## src/rtl/cac_pkg.sv

```systemverilog
package cac_pkg;

    localparam int KEY_W = 32;
    localparam int VAL_W = 32;

    typedef struct packed {
        logic             vld;
        logic [KEY_W-1:0] dest;
        logic [VAL_W-1:0] val;
    } upd_t;

    // number of register columns for a bitonic network of the given width
    function automatic int stage_count(input int lanes);
        int lg;
        lg = $clog2(lanes);
        return (lg * (lg + 1)) / 2;
    endfunction

    // lower lane of cell c in a column whose partner distance is 2**s
    function automatic int cell_low(input int c, input int s);
        int blk;
        int off;
        blk = c >> s;
        off = c & ((1 << s) - 1);
        return (blk << (s + 1)) | off;
    endfunction

endpackage

```

## src/rtl/cac_cell.sv

```systemverilog
module cac_cell
    import cac_pkg::*;
#(
    parameter bit ASCEND = 1'b1
) (
    input  upd_t a_i,
    input  upd_t b_i,
    output upd_t lo_o,
    output upd_t hi_o
);

    logic same_key;
    logic fold;
    logic swap;

    always_comb begin
        same_key = (a_i.dest == b_i.dest);
        fold     = a_i.vld && b_i.vld && same_key;
        if (ASCEND) begin
            swap = (a_i.dest > b_i.dest);
        end else begin
            swap = (a_i.dest < b_i.dest);
        end

        if (fold) begin
            lo_o.vld  = 1'b1;
            lo_o.dest = a_i.dest;
            lo_o.val  = a_i.val + b_i.val;
            // freed slot keeps its key so ordering stays intact
            hi_o.vld  = 1'b0;
            hi_o.dest = b_i.dest;
            hi_o.val  = '0;
        end else if (swap) begin
            lo_o = b_i;
            hi_o = a_i;
        end else begin
            lo_o = a_i;
            hi_o = b_i;
        end
    end

endmodule

```

## src/rtl/cac_stage.sv

```systemverilog
module cac_stage
    import cac_pkg::*;
#(
    parameter int LANES   = 4,
    parameter int DIST_LG = 0,
    parameter int BLK_LG  = 1
) (
    input  logic                  clk,
    input  logic                  rst,
    input  logic                  stall,
    input  upd_t [LANES-1:0]      d_i,
    output upd_t [LANES-1:0]      q_o
);

    localparam int CELLS = LANES / 2;
    localparam int DIST  = 1 << DIST_LG;

    upd_t nxt [LANES];

    for (genvar c = 0; c < CELLS; c++) begin : g_cell
        localparam int LO  = cell_low(c, DIST_LG);
        localparam int HI  = LO + DIST;
        localparam bit ASC = ((LO >> BLK_LG) & 1) == 0;

        cac_cell #(.ASCEND(ASC)) u_cell (
            .a_i  (d_i[LO]),
            .b_i  (d_i[HI]),
            .lo_o (nxt[LO]),
            .hi_o (nxt[HI])
        );
    end

    always_ff @(posedge clk) begin
        if (rst) begin
            q_o <= '0;
        end else if (!stall) begin
            for (int i = 0; i < LANES; i++) begin
                q_o[i] <= nxt[i];
            end
        end
    end

endmodule

```

## src/rtl/cac_net.sv

```systemverilog
module cac_net
    import cac_pkg::*;
#(
    parameter int LANES = 4
) (
    input  logic                     clk,
    input  logic                     rst,
    input  logic                     stall,
    input  logic [LANES-1:0]         in_vld,
    input  logic [LANES*KEY_W-1:0]   in_dest,
    input  logic [LANES*VAL_W-1:0]   in_val,
    output logic [LANES-1:0]         out_vld,
    output logic [LANES*KEY_W-1:0]   out_dest,
    output logic [LANES*VAL_W-1:0]   out_val
);

    localparam int LG   = $clog2(LANES);
    localparam int NSTG = stage_count(LANES);

    upd_t [LANES-1:0] bus [NSTG+1];

    // idle lanes take the largest key so they settle at the top
    always_comb begin
        for (int i = 0; i < LANES; i++) begin
            bus[0][i].vld  = in_vld[i];
            bus[0][i].dest = in_vld[i] ? in_dest[i*KEY_W +: KEY_W] : '1;
            bus[0][i].val  = in_vld[i] ? in_val[i*VAL_W +: VAL_W]  : '0;
        end
    end

    for (genvar p = 0; p < LG; p++) begin : g_merge
        for (genvar j = 0; j <= p; j++) begin : g_col
            localparam int ST = (p * (p + 1)) / 2 + j;
            cac_stage #(
                .LANES   (LANES),
                .DIST_LG (p - j),
                .BLK_LG  (p + 1)
            ) u_stage (
                .clk   (clk),
                .rst   (rst),
                .stall (stall),
                .d_i   (bus[ST]),
                .q_o   (bus[ST+1])
            );
        end
    end

    always_comb begin
        for (int i = 0; i < LANES; i++) begin
            out_vld[i]                   = bus[NSTG][i].vld;
            out_dest[i*KEY_W +: KEY_W]   = bus[NSTG][i].dest;
            out_val[i*VAL_W +: VAL_W]    = bus[NSTG][i].val;
        end
    end

endmodule

```

## config.mk

```make
export PLATFORM = sky130hd
export DESIGN_NAME = cac_net
export DESIGN_NICKNAME = d
export VERILOG_FILES = /design/src/rtl/cac_pkg.sv /design/src/rtl/cac_cell.sv /design/src/rtl/cac_stage.sv /design/src/rtl/cac_net.sv
export SDC_FILE = /design/constraint.sdc
export NUM_CORES = 2
export LEC_CHECK = 0
export ABC_AREA = 0
export BUFFER_PORTS_ARGS = -buffer_cell sky130_fd_sc_hd__buf_2
export CORE_UTILIZATION = 40
export CTS_BUF_LIST = sky130_fd_sc_hd__clkbuf_4 sky130_fd_sc_hd__clkbuf_8
export DETAILED_ROUTE_END_ITERATION = 8
export PLACE_DENSITY = 0.65
export REMOVE_ABC_BUFFERS = 1
export SLEW_MARGIN = 10
export SYNTH_ARGS = -nofsm -noshare
export SYNTH_HDL_FRONTEND = slang
export SYNTH_SLANG_ARGS = --single-unit
```

## constraint.sdc

```tcl
create_clock -name clk -period 7.94 [get_ports clk]
set_clock_uncertainty 0.15 [all_clocks]
set_input_delay 0.397 -clock clk [delete_from_list [all_inputs] [get_ports clk]]
set_output_delay 0.397 -clock clk [all_outputs]
set_load 0.01 [all_outputs]
```

# [After elaboration in Yosys (flattened, before gate mapping)]
# Cells that the tools add are included.
# Widths: inputs -> output; s select.
[op_classes] add_sub_neg=6 order_cmp=6 n_eq_ne=6 n_mux=32 n_reduce_logical=12
[ops] cell="$mux 65" count=24
[ops] cell="$mux 32" count=8
[ops] cell="$add 32x32->32" count=6
[ops] cell="$eq 32x32->1" count=6
[ops] cell="$gt 32x32->1" count=5
[ops] cell="$lt 32x32->1" count=1
[ops] cell="$logic_and 1x1->1" count=12
[word_totals] regBits=780 input_bits=263 out_inout_bits=260 elab_cells=98

# [Logic depth before layout (Yosys ltp)]
[depth] depth_word=4 ltp_mapped=17 depth_no_buf=14

# [Hierarchy]
# A second synthesis with hierarchy kept.
[hier_totals] cells_unflattened=6581 hier_area_um2=55933.6
[by_module_without_submodules] module="cac_stage" n_inst=3 cells_each=838 area_per_inst_um2=9241.4 seq_area_each_um2=5205.0
[by_module_without_submodules] module="cac_cell at g_merge[1].g_col[1].u_stage.g_cell[0].u_cell" n_inst=1 cells_each=625 area_per_inst_um2=4475.5 seq_area_each_um2=0.0
[by_module_without_submodules] module="cac_cell at g_merge[1].g_col[0].u_stage.g_cell[1].u_cell" n_inst=1 cells_each=641 area_per_inst_um2=4460.5 seq_area_each_um2=0.0
[by_module_without_submodules] module="cac_cell at g_merge[1].g_col[1].u_stage.g_cell[1].u_cell" n_inst=1 cells_each=622 area_per_inst_um2=4413.0 seq_area_each_um2=0.0
[by_module_without_submodules] module="cac_cell at g_merge[1].g_col[0].u_stage.g_cell[0].u_cell" n_inst=1 cells_each=640 area_per_inst_um2=4411.7 seq_area_each_um2=0.0
[by_module_without_submodules] module="cac_cell at g_merge[0].g_col[0].u_stage.g_cell[0].u_cell" n_inst=1 cells_each=634 area_per_inst_um2=4385.5 seq_area_each_um2=0.0
[by_module_without_submodules] module="cac_cell at g_merge[0].g_col[0].u_stage.g_cell[1].u_cell" n_inst=1 cells_each=625 area_per_inst_um2=4281.6 seq_area_each_um2=0.0
[by_module_without_submodules] module="cac_net" n_inst=1 cells_each=280 area_per_inst_um2=1781.7 seq_area_each_um2=0.0

# [Least setup slack after synthesis]
# Ideal clock, no wire load.
[synth_timing] path_type="input -> register" startpoint="input port in_vld[1]" endpoint="register g_merge[0].g_col[0].u_stage.q_o[28] in the netlist's numbering" setup_time_ns=0.135 arrival_ns=3.555 required_ns=7.655 slack_ns=4.100 path_stages=16 path_buffers=2 path_cell_list="clkbuf_1 -> clkbuf_1 -> nand2_1 -> inv_1 -> ha_1 -> fa_1 -> a211oi_1 -> o21ai_0 -> a2111oi_0 -> o21ai_1 -> a41oi_1 -> o21ai_1 -> a21o_1 -> a21oi_1 -> xor2_1 -> a21oi_1"
[synth_between] elab_chain_len=4 word_cells_on_any_way=9 cone_classes="add/sub (1); order compare (1); eq/ne (1); mux (4); reduce/logical (2)"
[synth_lines] element="from (decl)" line="cac_net.sv:9" source="input logic [LANES-1:0] in_vld,"
[synth_lines] element="$mux 32" line="cac_net.sv:26" source="bus[0][i].dest = in_vld[i] ? in_dest[i*KEY_W +: KEY_W] : '1;"
[synth_lines] element="$gt 32x32->1 or $eq 32x32->1 (tied branches)" line="cac_cell.sv:20, cac_cell.sv:17"
[synth_lines] element="$mux 65 or $logic_and 1x1->1 (tied branches)" line="cac_cell.sv:33, cac_cell.sv:18"
[synth_lines] element="$mux 65 (*)" line="cac_cell.sv:25" source="if (fold) begin"
[synth_lines] element="to (signal, indexed assignment)" line="cac_stage.sv:38" source="q_o[i] <= nxt[i];"
[synth_lines] element="to (decl)" line="cac_stage.sv:12" source="output upd_t [LANES-1:0] q_o"
# Mark *: on every way between the ends. The rest lies on a longest branch, timed or not.
# A chain may end at the register's enable or synchronous reset.

# [Worst setup path after layout]
[layout_timing] startpoint="input port in_vld[2]" endpoint="register g_merge[0].g_col[0].u_stage.q_o[242] in the netlist's numbering"
[layout_between] elab_chain_len=4 word_cells_on_any_way=7 cone_classes="order compare (1); eq/ne (1); mux (3); reduce/logical (2)"
[layout_lines] element="$mux 32" line="cac_net.sv:26"
[layout_lines] element="$lt 32x32->1 or $eq 32x32->1 (tied branches)" line="cac_cell.sv:22, cac_cell.sv:17"
[layout_lines] element="$mux 65 or $logic_and 1x1->1 (tied branches)" line="cac_cell.sv:33, cac_cell.sv:18"
[layout_lines] element="$mux 65 (*)" line="cac_cell.sv:25"
# Marked as above.

==> results.rst <==
.. list-table::
   :header-rows: 1

   * - Metric
     - Value
   * - Result of the run
     - finished clean
   * - Total of cells resized after clock tree synthesis
     - 0
   * - Category of the worst setup path capture point
     - flop
   * - Maximum level of the CTS H-tree
     - 4
   * - CP Launch Point
     - in_vld[2]
   * - Chip Width
     - 367 µm
   * - Hold path startpoint
     - in_val[76]
   * - Worst reg2reg endpoint
     - g_merge[1].g_col[1].u_stage.q_o[133]
   * - Final number of max-transition violations
     - 0
   * - Total of buffers placed on input and output ports
     - 522
   * - Final core utilization
     - 47.2%
   * - Std cell rows
     - 133
   * - Remaining global-route overflow
     - 0
   * - Registers with the highest flip-flop counts
     - g_merge.g_col.u_stage.q_o: 780 flops
   * - Maximum vdd ir drop
     - 0.190 mV
   * - HPWL after DPL
     - 141 mm
   * - Routability congestion estimate from global placement
     - 0.958
   * - Total Neg Setup Slack
     - 0 ps
   * - Number of unique standard cell types used by synthesis
     - 80
   * - Cell count after synthesis
     - 6958
   * - Core Area
     - 132000 µm²
   * - Slew of the pin with the lowest slew margin
     - 1290 ps
   * - Wire length of the first global-routing pass
     - 297 mm
   * - Max transition margin
     - 14.1%
   * - Post-CTS setup buffers
     - 0
   * - Clock input transition at the sequential cells of the worst setup and hold paths
     - 70 ps
   * - Initial core utilization
     - 40.5%
   * - Pin count of the biggest net entering global routing
     - 183
   * - Vias in the first global route
     - 49.0k
   * - P&R area growth vs syn
     - 16.5%
   * - GR Util All Layers
     - 28.5%
   * - Asr flop ratio synth
     - 0%
   * - Max-cap violation count
     - 0
   * - Worst path top cell family by delay
     - simple AND/OR/NAND/NOR gates
   * - Min-Delay Path Depth
     - 6
   * - Min cycle time layout
     - 5900 ps
   * - Power per cell area
     - 205 nW/µm²
   * - Buffers plus inverters on the worst setup path
     - 4
   * - Cell chosen for the clock root
     - sky130_fd_sc_hd__clkbuf_8
   * - Type of the worst setup path
     - input pin to flop
   * - Routed len/inst
     - 21.5 µm
   * - Slowest stage delay, CP
     - 760 ps
   * - Cell-by-cell trace of the critical path
     - buf_4 > nand2b_1 > ha_1 > nand4_1 > nor3_1 > nand3_1 > or2_2 > nand2_2 > buf_4 > nand2_1 > o211ai_1 > dlygate4sd3_1 > a21oi_1 > dlygate4sd3_1
   * - Library cell with the largest summed area after synthesis
     - sky130_fd_sc_hd__dfxtp_1
   * - Worst flop-to-flop path startpoint
     - g_merge[1].g_col[0].u_stage.q_o[252]
   * - Depth of the most critical reg-to-reg path
     - 11
   * - Register ranked first by flip-flop count
     - g_merge.g_col.u_stage.q_o
   * - WP data required
     - 8570 ps
   * - Number of antenna violations at the first check in global routing
     - 6
   * - RSZ-0062 raised after global routing
     - false
   * - DRC violations left
     - 0
   * - Fraction of final layout cells sized beyond drive strength 1
     - 12.3%
   * - Number of vias per cell
     - 5.62
   * - Fraction of synthesized cell area taken by the top area cell type
     - 29.3%
   * - Fmax
     - 170 MHz
   * - Critical Path Start Type
     - input pin
   * - First drt pass iteration count
     - 6
   * - Type of the most critical hold path
     - input pin to flop
   * - Clock Sink Count
     - 780
   * - Arr. time, crit path
     - 6530 ps
   * - Most common library cells after synthesis
     - sky130_fd_sc_hd__nor2_1 (998), sky130_fd_sc_hd__nand2_1 (793), sky130_fd_sc_hd__dfxtp_1 (780)
   * - Die span in y
     - 367 µm
   * - TritonCTS clock tree
     - yes
   * - Final WL
     - 199 mm
   * - TritonCTS buffer count
     - 148
   * - Number of register bits inferred by synthesis
     - 780
   * - Final period utilization
     - 74.3%
   * - Most repeated cell in the gate-level netlist after synthesis
     - sky130_fd_sc_hd__nor2_1
   * - Fraction of the yosys area taken by sequential cells
     - 29.3%
   * - Worst setup slack for register-to-register paths
     - 2530 ps
   * - Highest net fanout along the worst path
     - 68
   * - Filler Cells Inserted
     - 13.1k
   * - Per-instance average area after synthesis
     - 7.66 µm²
   * - IO Pins
     - 523
   * - First DRT Iteration DRCs
     - 4616
   * - Ranking of synthesized cells by area
     - sky130_fd_sc_hd__dfxtp_1 (29%), sky130_fd_sc_hd__mux2i_1 (9.4%), sky130_fd_sc_hd__ha_1 (8.9%)
   * - Cts-stage hold buffer count
     - 384
   * - Number of flip-flops under the largest register name
     - 780
   * - Post-detailed-route count of antenna-violating nets
     - 0
   * - Final #Nets
     - 8019
   * - Count of cell instances traversed by the critical path
     - 14
   * - EDFF count, synth
     - 0
   * - Total vias in the final route
     - 52.0k
   * - Lkg Pwr
     - 29.0 nW
   * - Number of hold violations in the final report
     - 0
   * - Main synth FF type
     - sky130_fd_sc_hd__dfxtp_1
   * - Die footprint
     - 135000 µm²
   * - Worst Hold Path EP
     - g_merge[0].g_col[0].u_stage.q_o[142]
   * - Crit-path slowest cell
     - sky130_fd_sc_hd__buf_4
   * - Post-synth design cell area
     - 53300 µm²
   * - Yosys warns
     - 0
   * - Source-to-sink clock delay at the later pin of the worst-skew pair
     - 910 ps
   * - Setup Viol. Count Final
     - 0
   * - Number of buffers on the longest clock path
     - 3
==> kinds of logic (layout without fill, tap and decap cells) <==
family / count (synthesis) / count (layout) / share of synthesized area, %
multiplexers: 528 / 528 / 9.98
AND/OR/NAND/NOR: 2212 / 2212 / 17.4
other: 0 / 7 / 0
buffers and inverters: 966 / 1498 / 8.99
flip-flops: 780 / 780 / 29.3
AO/OA/AOI/OAI: 1932 / 1932 / 22.7
adder cells (fa/ha/maj): 384 / 384 / 9.09
XOR/XNOR: 156 / 156 / 2.56
==> cell usage in the layout (no fill, tap or decap), types with 35 or more instances in the layout <==
master / count
sky130_fd_sc_hd__a21oi_1: 745
sky130_fd_sc_hd__dlygate4sd3_1: 384
sky130_fd_sc_hd__mux2i_1: 499
sky130_fd_sc_hd__inv_1: 268
sky130_fd_sc_hd__nor2b_1: 87
sky130_fd_sc_hd__nand2_1: 789
sky130_fd_sc_hd__clkbuf_8: 176
sky130_fd_sc_hd__nor3_1: 42
sky130_fd_sc_hd__nand2b_1: 85
sky130_fd_sc_hd__o211a_1: 65
sky130_fd_sc_hd__o21ai_0: 318
sky130_fd_sc_hd__ha_1: 378
sky130_fd_sc_hd__buf_4: 49
sky130_fd_sc_hd__o22ai_1: 47
sky130_fd_sc_hd__clkbuf_4: 41
sky130_fd_sc_hd__nand4_1: 47
sky130_fd_sc_hd__a22oi_1: 80
sky130_fd_sc_hd__o211ai_1: 164
sky130_fd_sc_hd__a211oi_1: 105
sky130_fd_sc_hd__xor2_1: 68
sky130_fd_sc_hd__nand3_1: 52
sky130_fd_sc_hd__nor2_1: 991
sky130_fd_sc_hd__a2bb2oi_1: 35
sky130_fd_sc_hd__buf_2: 517
sky130_fd_sc_hd__dfxtp_1: 780
sky130_fd_sc_hd__a21o_1: 147
sky130_fd_sc_hd__xnor2_1: 88
==> how the worst max path moves through the flow <==
stage                                           end  slack, ps
2_1_floorplan  g_merge[1].g_col[1].u_stage.q_o[153]      -8850
3_3_place_gp   g_merge[0].g_col[0].u_stage.q_o[238]       2420
3_5_place_dp   g_merge[0].g_col[0].u_stage.q_o[238]       2420
4_1_cts        g_merge[0].g_col[0].u_stage.q_o[242]       2330
5_1_grt        g_merge[0].g_col[0].u_stage.q_o[242]       1970
6_report       g_merge[0].g_col[0].u_stage.q_o[242]       2040
==> worst register-to-register path: stages, from the launching register on <==
cell                       delay [ps]
sky130_fd_sc_hd__dfxtp_1          360
sky130_fd_sc_hd__inv_1             80
sky130_fd_sc_hd__ha_1             300
sky130_fd_sc_hd__nand4_1          200
sky130_fd_sc_hd__nor4_2           880
sky130_fd_sc_hd__o21ai_0          370
sky130_fd_sc_hd__a21boi_4         790
sky130_fd_sc_hd__buf_4            650
sky130_fd_sc_hd__buf_4            780
sky130_fd_sc_hd__mux2_2           470
sky130_fd_sc_hd__a21oi_1          150
sky130_fd_sc_hd__o22ai_1           90
==> metrics by stage <==
step | setup slack (ps) | area [µm²] | total power, mW | hold WS, ps | std cells
floorplan | -8850 | 49500 | 7.51 | 298 | 6262
global placement | 2420 | 55000 | 8.03 | 292 | 8593
detailed placement | 2420 | 55000 | 8.09 | 295 | 8593
CTS | 2330 | 62100 | 12.7 | 13.4 | 9245
global route | 1970 | 62100 | 13.3 | 84.4 | 9246
finish | 2040 | 62100 | 12.7 | 106 | 9252
==> area by class of cell <==
| class | count | area (µm²) | area share [%] |
|---|---|---|---|
| Multi-Input combinational cell | 5212 | 33000 | 53.2 |
| Clock inverter | 51 | 544 | 0.876 |
| Antenna cell | 7 | 17.5 | 0.0282 |
| Sequential cell | 780 | 15600 | 25.1 |
| Tap cell | 1755 | 2200 | 3.53 |
| Inverter | 270 | 1020 | 1.64 |
| Timing Repair Buffer | 960 | 6980 | 11.2 |
| Clock buffer | 217 | 2730 | 4.39 |
==> per-layer routing <==
metal	share of wire (%)	wire length [µm]	track usage, %
met5	0.0055	11	0
met4	5.1	10100	14.3
met3	7.1	14100	5.25
met1	44	87700	37.6
met2	44	87000	44.2
==> power breakdown <==
part	internal [mW]	switching [mW]	leakage, nW	total, mW
logic	1.57	2.26	20.9	3.83
registers	4.17	0.280	6.36	4.45
clock network	2.47	1.97	1.74	4.44
Power figures use the tool's default switching activity.
